File: src/rtl/irq_ofl_pkg.sv
`timescale 1ns/1ps
package irq_ofl_pkg;

    typedef enum logic [1:0] {
        TRIG_LVL_HI = 2'd0,
        TRIG_LVL_LO = 2'd1,
        TRIG_RISE   = 2'd2,
        TRIG_FALL   = 2'd3
    } trig_e;

    typedef enum logic [1:0] {
        DSP_IDLE   = 2'd0,
        DSP_LAUNCH = 2'd1,
        DSP_WAIT   = 2'd2
    } dsp_state_e;

    localparam logic [1:0] PWR_RUN = 2'b00;

    localparam int RA_MASK  = 0;
    localparam int RA_LOCAL = 1;
    localparam int RA_WAKE  = 2;
    localparam int RA_PEND  = 3;
    localparam int RA_LAST  = 4;
    localparam int RA_CFG0  = 8;

endpackage

File: src/rtl/irq_src_cond.sv
`timescale 1ns/1ps
module irq_src_cond
    import irq_ofl_pkg::*;
(
    input  logic  clk,
    input  logic  rst_n,
    input  logic  pin_i,
    input  trig_e mode_i,
    output logic  event_o
);

    // two synchronizer flops plus one history flop for edge detection
    logic [2:0] shf_q;
    logic       lvl;
    logic       prev;

    always_ff @(posedge clk or negedge rst_n) begin
        if (!rst_n) shf_q <= '0;
        else        shf_q <= {shf_q[1:0], pin_i};
    end

    assign lvl  = shf_q[1];
    assign prev = shf_q[2];

    always_comb begin
        unique case (mode_i)
            TRIG_LVL_HI: event_o = lvl;
            TRIG_LVL_LO: event_o = ~lvl;
            TRIG_RISE:   event_o = lvl & ~prev;
            TRIG_FALL:   event_o = ~lvl & prev;
            default:     event_o = 1'b0;
        endcase
    end

endmodule

File: src/rtl/irq_cfg_regs.sv
`timescale 1ns/1ps
module irq_cfg_regs
    import irq_ofl_pkg::*;
#(
    parameter int NSRC  = 4,
    parameter int PRI_W = 2,
    parameter int AW    = 4,
    parameter int DW    = 8,
    localparam int IDW  = (NSRC > 1) ? $clog2(NSRC) : 1
) (
    input  logic                        clk,
    input  logic                        rst_n,
    input  logic                        we_i,
    input  logic [AW-1:0]               addr_i,
    input  logic [DW-1:0]               wdata_i,
    input  logic [NSRC-1:0]             pend_i,
    input  logic                        last_vld_i,
    input  logic [IDW-1:0]              last_id_i,
    output logic [DW-1:0]               rdata_o,
    output logic [NSRC-1:0]             mask_o,
    output logic [NSRC-1:0]             local_o,
    output logic [NSRC-1:0]             wake_o,
    output logic [NSRC-1:0][1:0]        mode_o,
    output logic [NSRC-1:0][PRI_W-1:0]  prio_o,
    output logic [NSRC-1:0]             clr_o
);

    logic unused_wbits;
    assign unused_wbits = ^wdata_i;

    always_ff @(posedge clk or negedge rst_n) begin
        if (!rst_n) begin
            mask_o  <= '1;
            local_o <= '0;
            wake_o  <= '0;
            mode_o  <= '0;
            prio_o  <= '0;
        end else if (we_i) begin
            if (int'(addr_i) == RA_MASK)  mask_o  <= wdata_i[NSRC-1:0];
            if (int'(addr_i) == RA_LOCAL) local_o <= wdata_i[NSRC-1:0];
            if (int'(addr_i) == RA_WAKE)  wake_o  <= wdata_i[NSRC-1:0];
            for (int i = 0; i < NSRC; i++) begin
                if (int'(addr_i) == RA_CFG0 + i) begin
                    mode_o[i] <= wdata_i[1:0];
                    prio_o[i] <= wdata_i[2 +: PRI_W];
                end
            end
        end
    end

    assign clr_o = (we_i && int'(addr_i) == RA_PEND) ? wdata_i[NSRC-1:0] : '0;

    always_comb begin
        rdata_o = '0;
        if (int'(addr_i) == RA_MASK)  rdata_o[NSRC-1:0] = mask_o;
        if (int'(addr_i) == RA_LOCAL) rdata_o[NSRC-1:0] = local_o;
        if (int'(addr_i) == RA_WAKE)  rdata_o[NSRC-1:0] = wake_o;
        if (int'(addr_i) == RA_PEND)  rdata_o[NSRC-1:0] = pend_i;
        if (int'(addr_i) == RA_LAST) begin
            rdata_o[DW-1]    = last_vld_i;
            rdata_o[IDW-1:0] = last_id_i;
        end
        for (int i = 0; i < NSRC; i++) begin
            if (int'(addr_i) == RA_CFG0 + i) begin
                rdata_o[1:0]       = mode_o[i];
                rdata_o[2 +: PRI_W] = prio_o[i];
            end
        end
    end

endmodule

File: src/rtl/irq_pick.sv
`timescale 1ns/1ps
module irq_pick #(
    parameter int NSRC  = 4,
    parameter int PRI_W = 2,
    localparam int IDW  = (NSRC > 1) ? $clog2(NSRC) : 1
) (
    input  logic [NSRC-1:0]            req_i,
    input  logic [NSRC-1:0][PRI_W-1:0] prio_i,
    output logic                       any_o,
    output logic [IDW-1:0]             win_o
);

    logic [PRI_W-1:0] best_p;

    // strict greater-than keeps the lowest index on a tie
    always_comb begin
        any_o  = 1'b0;
        win_o  = '0;
        best_p = '0;
        for (int i = 0; i < NSRC; i++) begin
            if (req_i[i] && (!any_o || prio_i[i] > best_p)) begin
                any_o  = 1'b1;
                win_o  = IDW'(i);
                best_p = prio_i[i];
            end
        end
    end

endmodule

File: src/rtl/irq_dispatch_fsm.sv
`timescale 1ns/1ps
module irq_dispatch_fsm
    import irq_ofl_pkg::*;
#(
    parameter int IDW = 2
) (
    input  logic           clk,
    input  logic           rst_n,
    input  logic           any_i,
    input  logic [IDW-1:0] win_i,
    input  logic           done_i,
    output logic           start_o,
    output logic [IDW-1:0] id_o,
    output logic           grant_o,
    output logic           report_o,
    output logic           wait_o
);

    dsp_state_e state_q, state_d;
    logic [IDW-1:0] cur_q;

    always_ff @(posedge clk or negedge rst_n) begin
        if (!rst_n) state_q <= DSP_IDLE;
        else        state_q <= state_d;
    end

    always_ff @(posedge clk or negedge rst_n) begin
        if (!rst_n)       cur_q <= '0;
        else if (grant_o) cur_q <= win_i;
    end

    always_comb begin
        state_d = state_q;
        unique case (state_q)
            DSP_IDLE:   if (any_i)  state_d = DSP_LAUNCH;
            DSP_LAUNCH:             state_d = DSP_WAIT;
            DSP_WAIT:   if (done_i) state_d = DSP_IDLE;
            default:                state_d = DSP_IDLE;
        endcase
    end

    always_comb begin
        grant_o  = 1'b0;
        start_o  = 1'b0;
        report_o = 1'b0;
        wait_o   = 1'b0;
        unique case (state_q)
            DSP_IDLE:   grant_o = any_i;
            DSP_LAUNCH: start_o = 1'b1;
            DSP_WAIT: begin
                wait_o   = 1'b1;
                report_o = done_i;
            end
            default: ;
        endcase
    end

    assign id_o = cur_q;

endmodule

File: src/rtl/irq_offload_ctrl.sv
`timescale 1ns/1ps
module irq_offload_ctrl
    import irq_ofl_pkg::*;
#(
    parameter int NSRC   = 4,
    parameter int PRI_W  = 2,
    parameter int HI_PRI = 2,
    parameter int AW     = 4,
    parameter int DW     = 8,
    localparam int IDW   = (NSRC > 1) ? $clog2(NSRC) : 1
) (
    input  logic            clk,
    input  logic            rst_n,
    input  logic [NSRC-1:0] src_i,
    input  logic [1:0]      host_pwr,
    input  logic            reg_we,
    input  logic [AW-1:0]   reg_addr,
    input  logic [DW-1:0]   reg_wdata,
    output logic [DW-1:0]   reg_rdata,
    output logic            hnd_start,
    output logic [IDW-1:0]  hnd_id,
    input  logic            hnd_done,
    output logic            host_irq
);

    logic [NSRC-1:0]            mask_q, local_q, wake_en_q, clr;
    logic [NSRC-1:0][1:0]       mode_q;
    logic [NSRC-1:0][PRI_W-1:0] prio_q;
    logic [NSRC-1:0]            ev, ev_live, req_q, pass_set, rep_set;
    logic [NSRC-1:0]            pend_set, pend_q, wake_q, urgent, grant_vec;
    logic [1:0]                 pwr_s1, pwr_s2;
    logic                       run_s, any_req, grant, report, in_wait;
    logic [IDW-1:0]             win_id, last_id, last_nxt;
    logic                       last_vld;

    irq_cfg_regs #(.NSRC(NSRC), .PRI_W(PRI_W), .AW(AW), .DW(DW)) regs_i (
        .clk(clk), .rst_n(rst_n), .we_i(reg_we), .addr_i(reg_addr),
        .wdata_i(reg_wdata), .pend_i(pend_q), .last_vld_i(last_vld),
        .last_id_i(last_id), .rdata_o(reg_rdata), .mask_o(mask_q),
        .local_o(local_q), .wake_o(wake_en_q), .mode_o(mode_q),
        .prio_o(prio_q), .clr_o(clr)
    );

    for (genvar g = 0; g < NSRC; g++) begin : g_src
        irq_src_cond cond_i (
            .clk(clk), .rst_n(rst_n), .pin_i(src_i[g]),
            .mode_i(trig_e'(mode_q[g])), .event_o(ev[g])
        );
        assign urgent[g] = wake_en_q[g] && (prio_q[g] >= PRI_W'(HI_PRI));
    end

    // host power-state pins cross into this clock domain
    always_ff @(posedge clk or negedge rst_n) begin
        if (!rst_n) begin
            pwr_s1 <= PWR_RUN;
            pwr_s2 <= PWR_RUN;
        end else begin
            pwr_s1 <= host_pwr;
            pwr_s2 <= pwr_s1;
        end
    end
    assign run_s = (pwr_s2 == PWR_RUN);

    assign ev_live  = ev & ~mask_q;
    assign pass_set = ev_live & ~local_q;

    irq_pick #(.NSRC(NSRC), .PRI_W(PRI_W)) pick_i (
        .req_i(req_q & ~mask_q), .prio_i(prio_q),
        .any_o(any_req), .win_o(win_id)
    );

    irq_dispatch_fsm #(.IDW(IDW)) fsm_i (
        .clk(clk), .rst_n(rst_n), .any_i(any_req), .win_i(win_id),
        .done_i(hnd_done), .start_o(hnd_start), .id_o(hnd_id),
        .grant_o(grant), .report_o(report), .wait_o(in_wait)
    );

    always_comb begin
        grant_vec = '0;
        rep_set   = '0;
        if (grant)  grant_vec[win_id] = 1'b1;
        if (report) rep_set[hnd_id]   = 1'b1;
        rep_set = rep_set & ~mask_q;
    end

    assign pend_set = pass_set | rep_set;

    always_comb begin
        last_nxt = last_id;
        for (int i = NSRC - 1; i >= 0; i--) begin
            if (pend_set[i]) last_nxt = IDW'(i);
        end
    end

    always_ff @(posedge clk or negedge rst_n) begin
        if (!rst_n) begin
            req_q    <= '0;
            pend_q   <= '0;
            wake_q   <= '0;
            last_id  <= '0;
            last_vld <= 1'b0;
        end else begin
            req_q  <= (req_q & ~grant_vec) | (ev_live & local_q);
            pend_q <= (pend_q & ~clr) | pend_set;
            wake_q <= (wake_q & ~clr & ~pend_set) | pass_set | (rep_set & urgent);
            if (|pend_set) begin
                last_id  <= last_nxt;
                last_vld <= 1'b1;
            end
        end
    end

    assign host_irq = |(pend_q & ~mask_q & (wake_q | {NSRC{run_s}}));

endmodule

File: config.mk
export PLATFORM = sky130hd
export DESIGN_NAME = irq_offload_ctrl
export DESIGN_NICKNAME = d
export VERILOG_FILES = /design/src/rtl/irq_ofl_pkg.sv /design/src/rtl/irq_src_cond.sv /design/src/rtl/irq_cfg_regs.sv /design/src/rtl/irq_pick.sv /design/src/rtl/irq_dispatch_fsm.sv /design/src/rtl/irq_offload_ctrl.sv
export SDC_FILE = /design/constraint.sdc
export NUM_CORES = 1
export LEC_CHECK = 0
export ABC_AREA = 1
export ABC_CLOCK_PERIOD_IN_PS = 6200
export BUFFER_PORTS_ARGS = -buffer_cell sky130_fd_sc_hd__buf_2
export CELL_PAD_IN_SITES_DETAIL_PLACEMENT = 0
export CELL_PAD_IN_SITES_GLOBAL_PLACEMENT = 1
export CORE_ASPECT_RATIO = 0.6
export CORE_MARGIN = 5
export CORE_UTILIZATION = 47
export DETAILED_ROUTE_END_ITERATION = 12
export GPL_ROUTABILITY_DRIVEN = 0
export PLACE_DENSITY_LB_ADDON = 0.1
export SYNTH_ARGS = -nofsm -noshare
export SYNTH_HDL_FRONTEND = slang
export SYNTH_SLANG_ARGS = --single-unit
export TNS_END_PERCENT = 50
File: constraint.sdc
create_clock -name clk -period 6.2 [get_ports clk]
set_input_delay 0.31 -clock clk [delete_from_list [all_inputs] [get_ports clk]]
set_output_delay 0.31 -clock clk [all_outputs]
set_load 0.02 [all_outputs]
==> results.yml, run 1 <==
critical_path:
  critPathKind: "flop to flop"
  crit_slowest_cell: "dfstp_2"
  start_kind: "flop"
  critPathRequiredTime_ns: 6.41
  end_kind: "flop"
  cp.arrival_ns: 3.97
  cp-startpoint: "regs_i.mask_o[0]"
  cpPeakStageDelay_ns: 0.39
  path_common_cell: "nand2_1"
  rr_startpoint: "regs_i.mask_o[0]"
  cp_max_fo: 9
clock_tree:
  root_buffer: "clkbuf_16"
  htreeDepth: 3
  clock_latency_ns: 0.33
  clk_path_buf_depth: 2
  hold_buffers: 0
  numCtsBuffers: 9
  clock_sinks: 63
  path_clk_slew_ns: 0.05
  post_cts_resized: 0
  postCtsSetupRepairBufs: 0
  cts_tree: "yes"
cells_and_area:
  layoutNonFillerInstCount: 525
  seqCellArea_mm2: 0.001582
  drive_gt1_frac: 0.1689
  nFillCells: 661
  multi_input_area_mm2: 0.001351
  design.final.nets: 461
  syn_to_final_growth_pct: 15.77
  antenna_cells: 0
pwr:
  power_density_mw_per_mm2: 398.5
  totalPowerFinal_mw: 1.465
  ir_worst_vdd_mv: 0.2433
  p_leak_nw: 1.835
floorplanning:
  num_rows: 23
  core_area_mm2: 0.006619
  start_util: 0.4796
  fp.dieH_um: 73.66
  die_area_mm2: 0.008552
  die_w_um: 116.1
  num_io_pins: 34
timing:
  slew_headroom: 0.4701
  setup_viol: 0
  fmax_ghz: 0.2657
  period_share: 0.6071
  drv_slew: 0
  skew_ns: 0.004078
  hold_viol: 0
  final.min_clock_period_ns: 3.764
  worst_pin_slew_ns: 0.7949
  fin_tns_setup_ns: 0
  rsz0062_at_grt: "false"
global_route:
  antenna_found_initial: 0
  top_usage_layer: "met1"
  grt_pass1_wl_um: 12930
  gr-usage-met3: 0.06255
  grt_start_max_net_pins: 64
  global_route.usage.met1: 0.3167
  met2_usage: 0.2709
  grt_overflow: 0
  grt_pass1_vias: 2489
  grt_usage: 0.2077
route:
  dr_total_vias: 2627
  vias_per_cell: 5.004
  ant_nets: 0
  drcViolationCount: 0
  drt_wl_total_um: 7791
  drt_first_pass_iters: 4
  first_iter_violations: 192
  wire_per_inst_um: 14.84
synthesis:
  async_reset_ff_frac: 1.000
  syn-mean-instance-area_um2: 7.976
  synth_ff_type: "dfrtp_1"
  postSynthCellCount: 398
  synth_area_leader_cell: "dfrtp_1"
  synth_edf_count: 0
  synth_cell_types: 30
  yosys_warnings: 0
  yosysTopAreaCellShare: 0.4651
  ys_top_cells_by_area: "dfrtp_1 47%, nand2_1 14%, inv_1 5.7%, nand3_1 4.7%, o21ai_0 3.8%"
  synth-seq-cells: 63
  synth.cell_area_mm2: 0.003174
  seq_area_frac_synth: 0.4982
job:
  maxCapViolCount: 0
hold_path:
  min_from: "src_i[1]"
  min_path_type: "primary input to flop"
outcome:
  status: "finished clean"
place:
  portBuffers: 26
  dp_hpwl_um: 5981
  numPlacedInstances: 509
logic make-up (layout without fill, tap and decap cells):
kind of cell,count (synthesis),in the layout,synth area share
simple gates,210,210,0.2964
flops,63,63,0.4982
buf+inv,61,99,0.07844
compound gates,57,57,0.1021
fa+ha+maj,6,6,0.02365
other cells,1,3,0.001181
power breakdown:
part	switching, mW	leakage, nW	internal (mW)	total, mW
Clock	0.177	0.134	0.290	0.467
Combinational	0.261	0.965	0.147	0.408
Sequential	0.0852	0.737	0.504	0.589
path summary, 6_finish.rpt:
kind                                            end  slack, ns  cells after the start
setup / recovery                           req_q[3]       2.44                     28
max in group asynchronous          regs_i.prio_o[6]       5.53                      2
min in group asynchronous  g_src[0].cond_i.shf_q[0]       0.15                      2
setup reg to reg                           req_q[3]       2.44                     28
hold reg to reg            g_src[3].cond_i.shf_q[1]       0.35                      0
hold / removal             g_src[1].cond_i.shf_q[0]       0.08                      1
cell usage after synthesis (2+ instances only):
cell / instances
buf_4: 3
dfstp_2: 4
inv_1: 48
nand3_2: 2
dfrtp_1: 59
a31oi_1: 2
nor2_1: 28
nor2_2: 5
o221ai_1: 2
nor3_1: 5
o211ai_1: 6
ha_1: 6
nor2_4: 5
o21bai_1: 4
nand3_1: 30
o21ai_1: 17
nand2_2: 6
inv_2: 8
nand2_1: 117
nand4_1: 8
o21ai_0: 24
flip-flops by register name, indices dropped and copies added, names as in the netlist:
register and flops:
regs_i.mode_o 8, pwr_s2 2, fsm_i.state_q 2, pend_q 4, regs_i.wake_o 4, last_id 2, pwr_s1 2, regs_i.prio_o 8
last_vld 1, regs_i.local_o 4, req_q 4, regs_i.mask_o 4, g_src.cond_i.shf_q 12, wake_q 4, fsm_i.id_o 2
placed cells by master, fill, tap and decap left out, types with 3 or more instances in the layout:
cell | synthesis | layout
o211ai_1 | 6 | 6
o21bai_1 | 4 | 4
conb_1 | 1 | 3
nand3_1 | 30 | 30
nor3_1 | 5 | 5
clkinvlp_4 | 0 | 3
nor2_4 | 5 | 5
dfrtp_1 | 59 | 59
clkbuf_16 | 0 | 9
nand4_1 | 8 | 8
nand2_1 | 117 | 117
o21ai_0 | 24 | 24
dfstp_2 | 4 | 4
nand2_2 | 6 | 6
inv_1 | 48 | 48
inv_2 | 8 | 8
ha_1 | 6 | 6
nor2_2 | 5 | 5
buf_2 | 1 | 26
nor2_1 | 28 | 28
o21ai_1 | 17 | 17
metrics by stage:
stage / setup slack, ns / hold slack, ns / util / cell area, um2
floorplan: 2.990 / 0.01441 / - / 3182
CTS: 2.441 / 0.06827 / 0.5552 / 3675
global placement: 2.535 / 0.3318 / 0.5121 / 3390
finish: 2.436 / 0.08047 / 0.5552 / 3675
detailed placement: 2.455 / 0.3363 / 0.5121 / 3390
global route: 2.007 / 0.06303 / 0.5552 / 3675
critical path: cells and delay by family, from the launching register on:
kind                     cells  cell delay [ns]
flip-flops                   1             0.39
AND/OR/NAND/NOR             14             1.37
AO/OA/AOI/OAI                6             0.61
buffers and inverters        5             0.38
adder cells (fa/ha/maj)      3             0.91
per-layer routing:
layer  part of all wire  routed length, um
met5                  0                  0
met4              0.018                137
met3              0.066                515
met2               0.39               3073
met1               0.52               4064
area by class of cell:
type / instances / area share
clock buffer: 11 / 0.06878
clock inverter: 5 / 0.008853
inverter: 56 / 0.05720
multi-input combinational: 276 / 0.3677
sequential: 63 / 0.4304
tap: 87 / 0.02962
timing repair buffer: 27 / 0.03745
(Power assumes the default switching activity.)
==> inputs of run 2 (changes only) <==
--- a/config.mk
+++ b/config.mk
@@ -6,13 +6,13 @@
 export NUM_CORES = 1
 export LEC_CHECK = 0
 export ABC_AREA = 1
-export ABC_CLOCK_PERIOD_IN_PS = 6200
+export ABC_CLOCK_PERIOD_IN_PS = 3820
 export BUFFER_PORTS_ARGS = -buffer_cell sky130_fd_sc_hd__buf_2
 export CELL_PAD_IN_SITES_DETAIL_PLACEMENT = 0
 export CELL_PAD_IN_SITES_GLOBAL_PLACEMENT = 1
 export CORE_ASPECT_RATIO = 0.6
 export CORE_MARGIN = 5
-export CORE_UTILIZATION = 47
+export CORE_UTILIZATION = 43
 export DETAILED_ROUTE_END_ITERATION = 12
 export GPL_ROUTABILITY_DRIVEN = 0
 export PLACE_DENSITY_LB_ADDON = 0.1
==> constraint.sdc (replaced) <==
create_clock -name clk -period 3.82 [get_ports clk]
set_input_delay 0.191 -clock clk [delete_from_list [all_inputs] [get_ports clk]]
set_output_delay 0.191 -clock clk [all_outputs]
set_load 0.02 [all_outputs]
==> run 2 against run 1 <==
Sequential share of layout area down 1.5 points. First-iteration DRC count down 3.6%. Sequential power up 62%. Wire length up 5.2%. Clock power up 73%. Sequential cell count unchanged. Utilization down 2.9 points. Critical path depth down 1. Clock-buffer cell count up 1. Via count up 0.61%. Total power up 69%.
==> results.yml, run 2 (synthesis results as in run 1) <==
outcome:
  status: "finished clean"
clock_tree:
  cts_tree: "yes"
  clock_sinks: 63
  htreeDepth: 3
  clk_path_buf_depth: 2
  root_buffer: "clkbuf_16"
  path_clk_slew_ns: 0.05
  numCtsBuffers: 9
  clock_latency_ns: 0.33
pwr:
  power.share.clock: 0.328
  power_switching_uw: 868.0
  p_int_mw: 1.604
  p_leak_nw: 1.893
  totalPowerFinal_mw: 2.472
  sequentialPowerShare: 0.387
  power_density_mw_per_mm2: 649.7
  sw_frac_of_total: 0.3511
  ir_worst_vdd_mv: 0.2403
  pwr-share-comb: 0.286
place:
  dp_hpwl_um: 6249
  pre_cts_ws_ns: 0.2090
  placed_cell_area_mm2: 0.003418
  portBuffers: 26
critical_path:
  cp_max_fo: 6
  start_kind: "flop"
  end_kind: "flop"
  cp.arrival_ns: 3.62
  crit_slowest_cell: "dfstp_2"
  critPathRequiredTime_ns: 4.03
  path_common_cell: "nand2_1"
  critPathKind: "flop to flop"
  cpPeakStageDelay_ns: 0.57
route:
  met2_length_um: 3124
  ant_nets: 0
  met3RoutedLength_um: 465
  first_iter_violations: 185
  wl_met1_um: 4509
  vias_per_cell: 4.788
  drt_wl_total_um: 8196
  top_layer: "met4"
  dr_total_vias: 2643
  wire_per_inst_um: 14.85
  drt_first_pass_iters: 4
  drcViolationCount: 0
cells_and_area:
  design.final.nets: 471
  fin_area_mm2: 0.003805
  multi_input_area_mm2: 0.001361
  seqCellArea_mm2: 0.001582
  antenna_cells: 0
  drive_gt1_frac: 0.1808
  top_regs: "g_src.cond_i.shf_q (12), regs_i.mode_o (8), regs_i.prio_o (8)"
  final_core_util: 0.5258
  nFillCells: 703
  regMostFlops: "g_src.cond_i.shf_q"
  syn_to_final_growth_pct: 19.87
  mostFrequentLayoutCells: "115 x nand2_1, 59 x dfrtp_1, 46 x inv_1, 30 x nand3_1, 28 x nor2_1"
  final_common_cell: "nand2_1"
  largest_reg_flops: 12
timing:
  fmax_ghz: 0.2931
  skew_ns: 0.005077
  drv_slew: 0
  setup_viol: 0
  hold_ws_ns: 0.009590
  slew_headroom: 0.3561
  hold_viol: 0
  worst_pin_slew_ns: 0.9659
  final.min_clock_period_ns: 3.411
  fin_ws_ns: 0.4086
  period_share: 0.8930
floorplanning:
  num_rows: 24
  num_io_pins: 34
  die_w_um: 120.9
  fp.dieH_um: 76.55
  start_util: 0.4386
  core_area_mm2: 0.007237
  die_area_mm2: 0.009256
global_route:
  grt_usage: 0.1952
  grt_pass1_vias: 2530
  grt_pass1_wl_um: 13740
  grt_overflow: 0
  grt_start_max_net_pins: 43
  antenna_found_initial: 0
hold_path:
  min_path_type: "primary input to asynchronous set/reset pin"
job:
  maxCapViolCount: 0
-- run 2: changes by cell type in the layout (fill, tap and decap cells not counted), sizes merged --
cell / change
clkinv: +1
buf: +4
clkinvlp: -3
bufinv: +1
clkbuf: +1
dlygate4sd3: +6
-- run 2: layout make-up --
| cell class | instances | share of cell area |
|---|---|---|
| sequential | 63 | 0.4157 |
| multi-input combinational | 276 | 0.3578 |
| clock buffer | 12 | 0.06478 |
| timing repair buffer | 37 | 0.05985 |
| inverter | 56 | 0.05590 |
| tap | 104 | 0.03420 |
| clock inverter | 4 | 0.01184 |
-- run 2: path summary, 6_finish.rpt --
kind / startpoint / slack (ns) / endpoint / depth (start not counted)
setup / recovery: regs_i.mask_o[0] / 0.41 / req_q[3] / 27
hold / removal: rst_n / 0.01 / g_src[1].cond_i.shf_q[0] / 1
setup reg to reg: regs_i.mask_o[0] / 0.41 / req_q[3] / 27
hold reg to reg: g_src[1].cond_i.shf_q[0] / 0.35 / g_src[1].cond_i.shf_q[1] / 0
max in group asynchronous: rst_n / 2.90 / regs_i.mask_o[1] / 2
min in group clk: hnd_done / 0.05 / fsm_i.state_q[1] / 2
-- run 2: routing by layer --
layer,global-route usage,vias up
met1,0.3106,1216
met2,0.2432,46
met3,0.06528,10
met4,0.05430,0
li1,-,1371
met5,0,-
-- run 2: per-stage QoR --
| step | TNS, ns | instances |
|---|---|---|
| 6_report | 0 | 552 |
| 4_1_cts | 0 | 549 |
| 3_5_place_dp | 0 | 527 |
| 5_1_grt | -0.03697 | 552 |
| 2_1_floorplan | 0 | 400 |
| 3_3_place_gp | 0 | 527 |
-- run 2: timing repair --
item                                    CTS  global route
gates resized for setup                   0             6
hold buffers                              6             0
endpoints found under the setup margin    0             6
endpoints found under the hold margin     6             0
setup buffers                             0             3
-- run 2: critical path: cells and delay by family, from the launching register on --
| family | cells | cell delay (ns) |
|---|---|---|
| AND/OR/NAND/NOR | 13 | 1.07 |
| flip-flops | 1 | 0.57 |
| AO/OA/AOI/OAI | 6 | 0.55 |
| adder cells (fa/ha/maj) | 3 | 0.86 |
| buffers and inverters | 5 | 0.25 |
-- run 2: power groups by stage --
stage                     sequential (mW)  clock (mW)  combinational, mW
after detailed placement            0.963           0              0.677
after global routing                0.974       0.858              0.819
final                               0.956       0.810              0.706
after floorplan                     0.924           0              0.497
after global placement              0.963           0              0.661
after CTS                           0.953       0.825              0.684
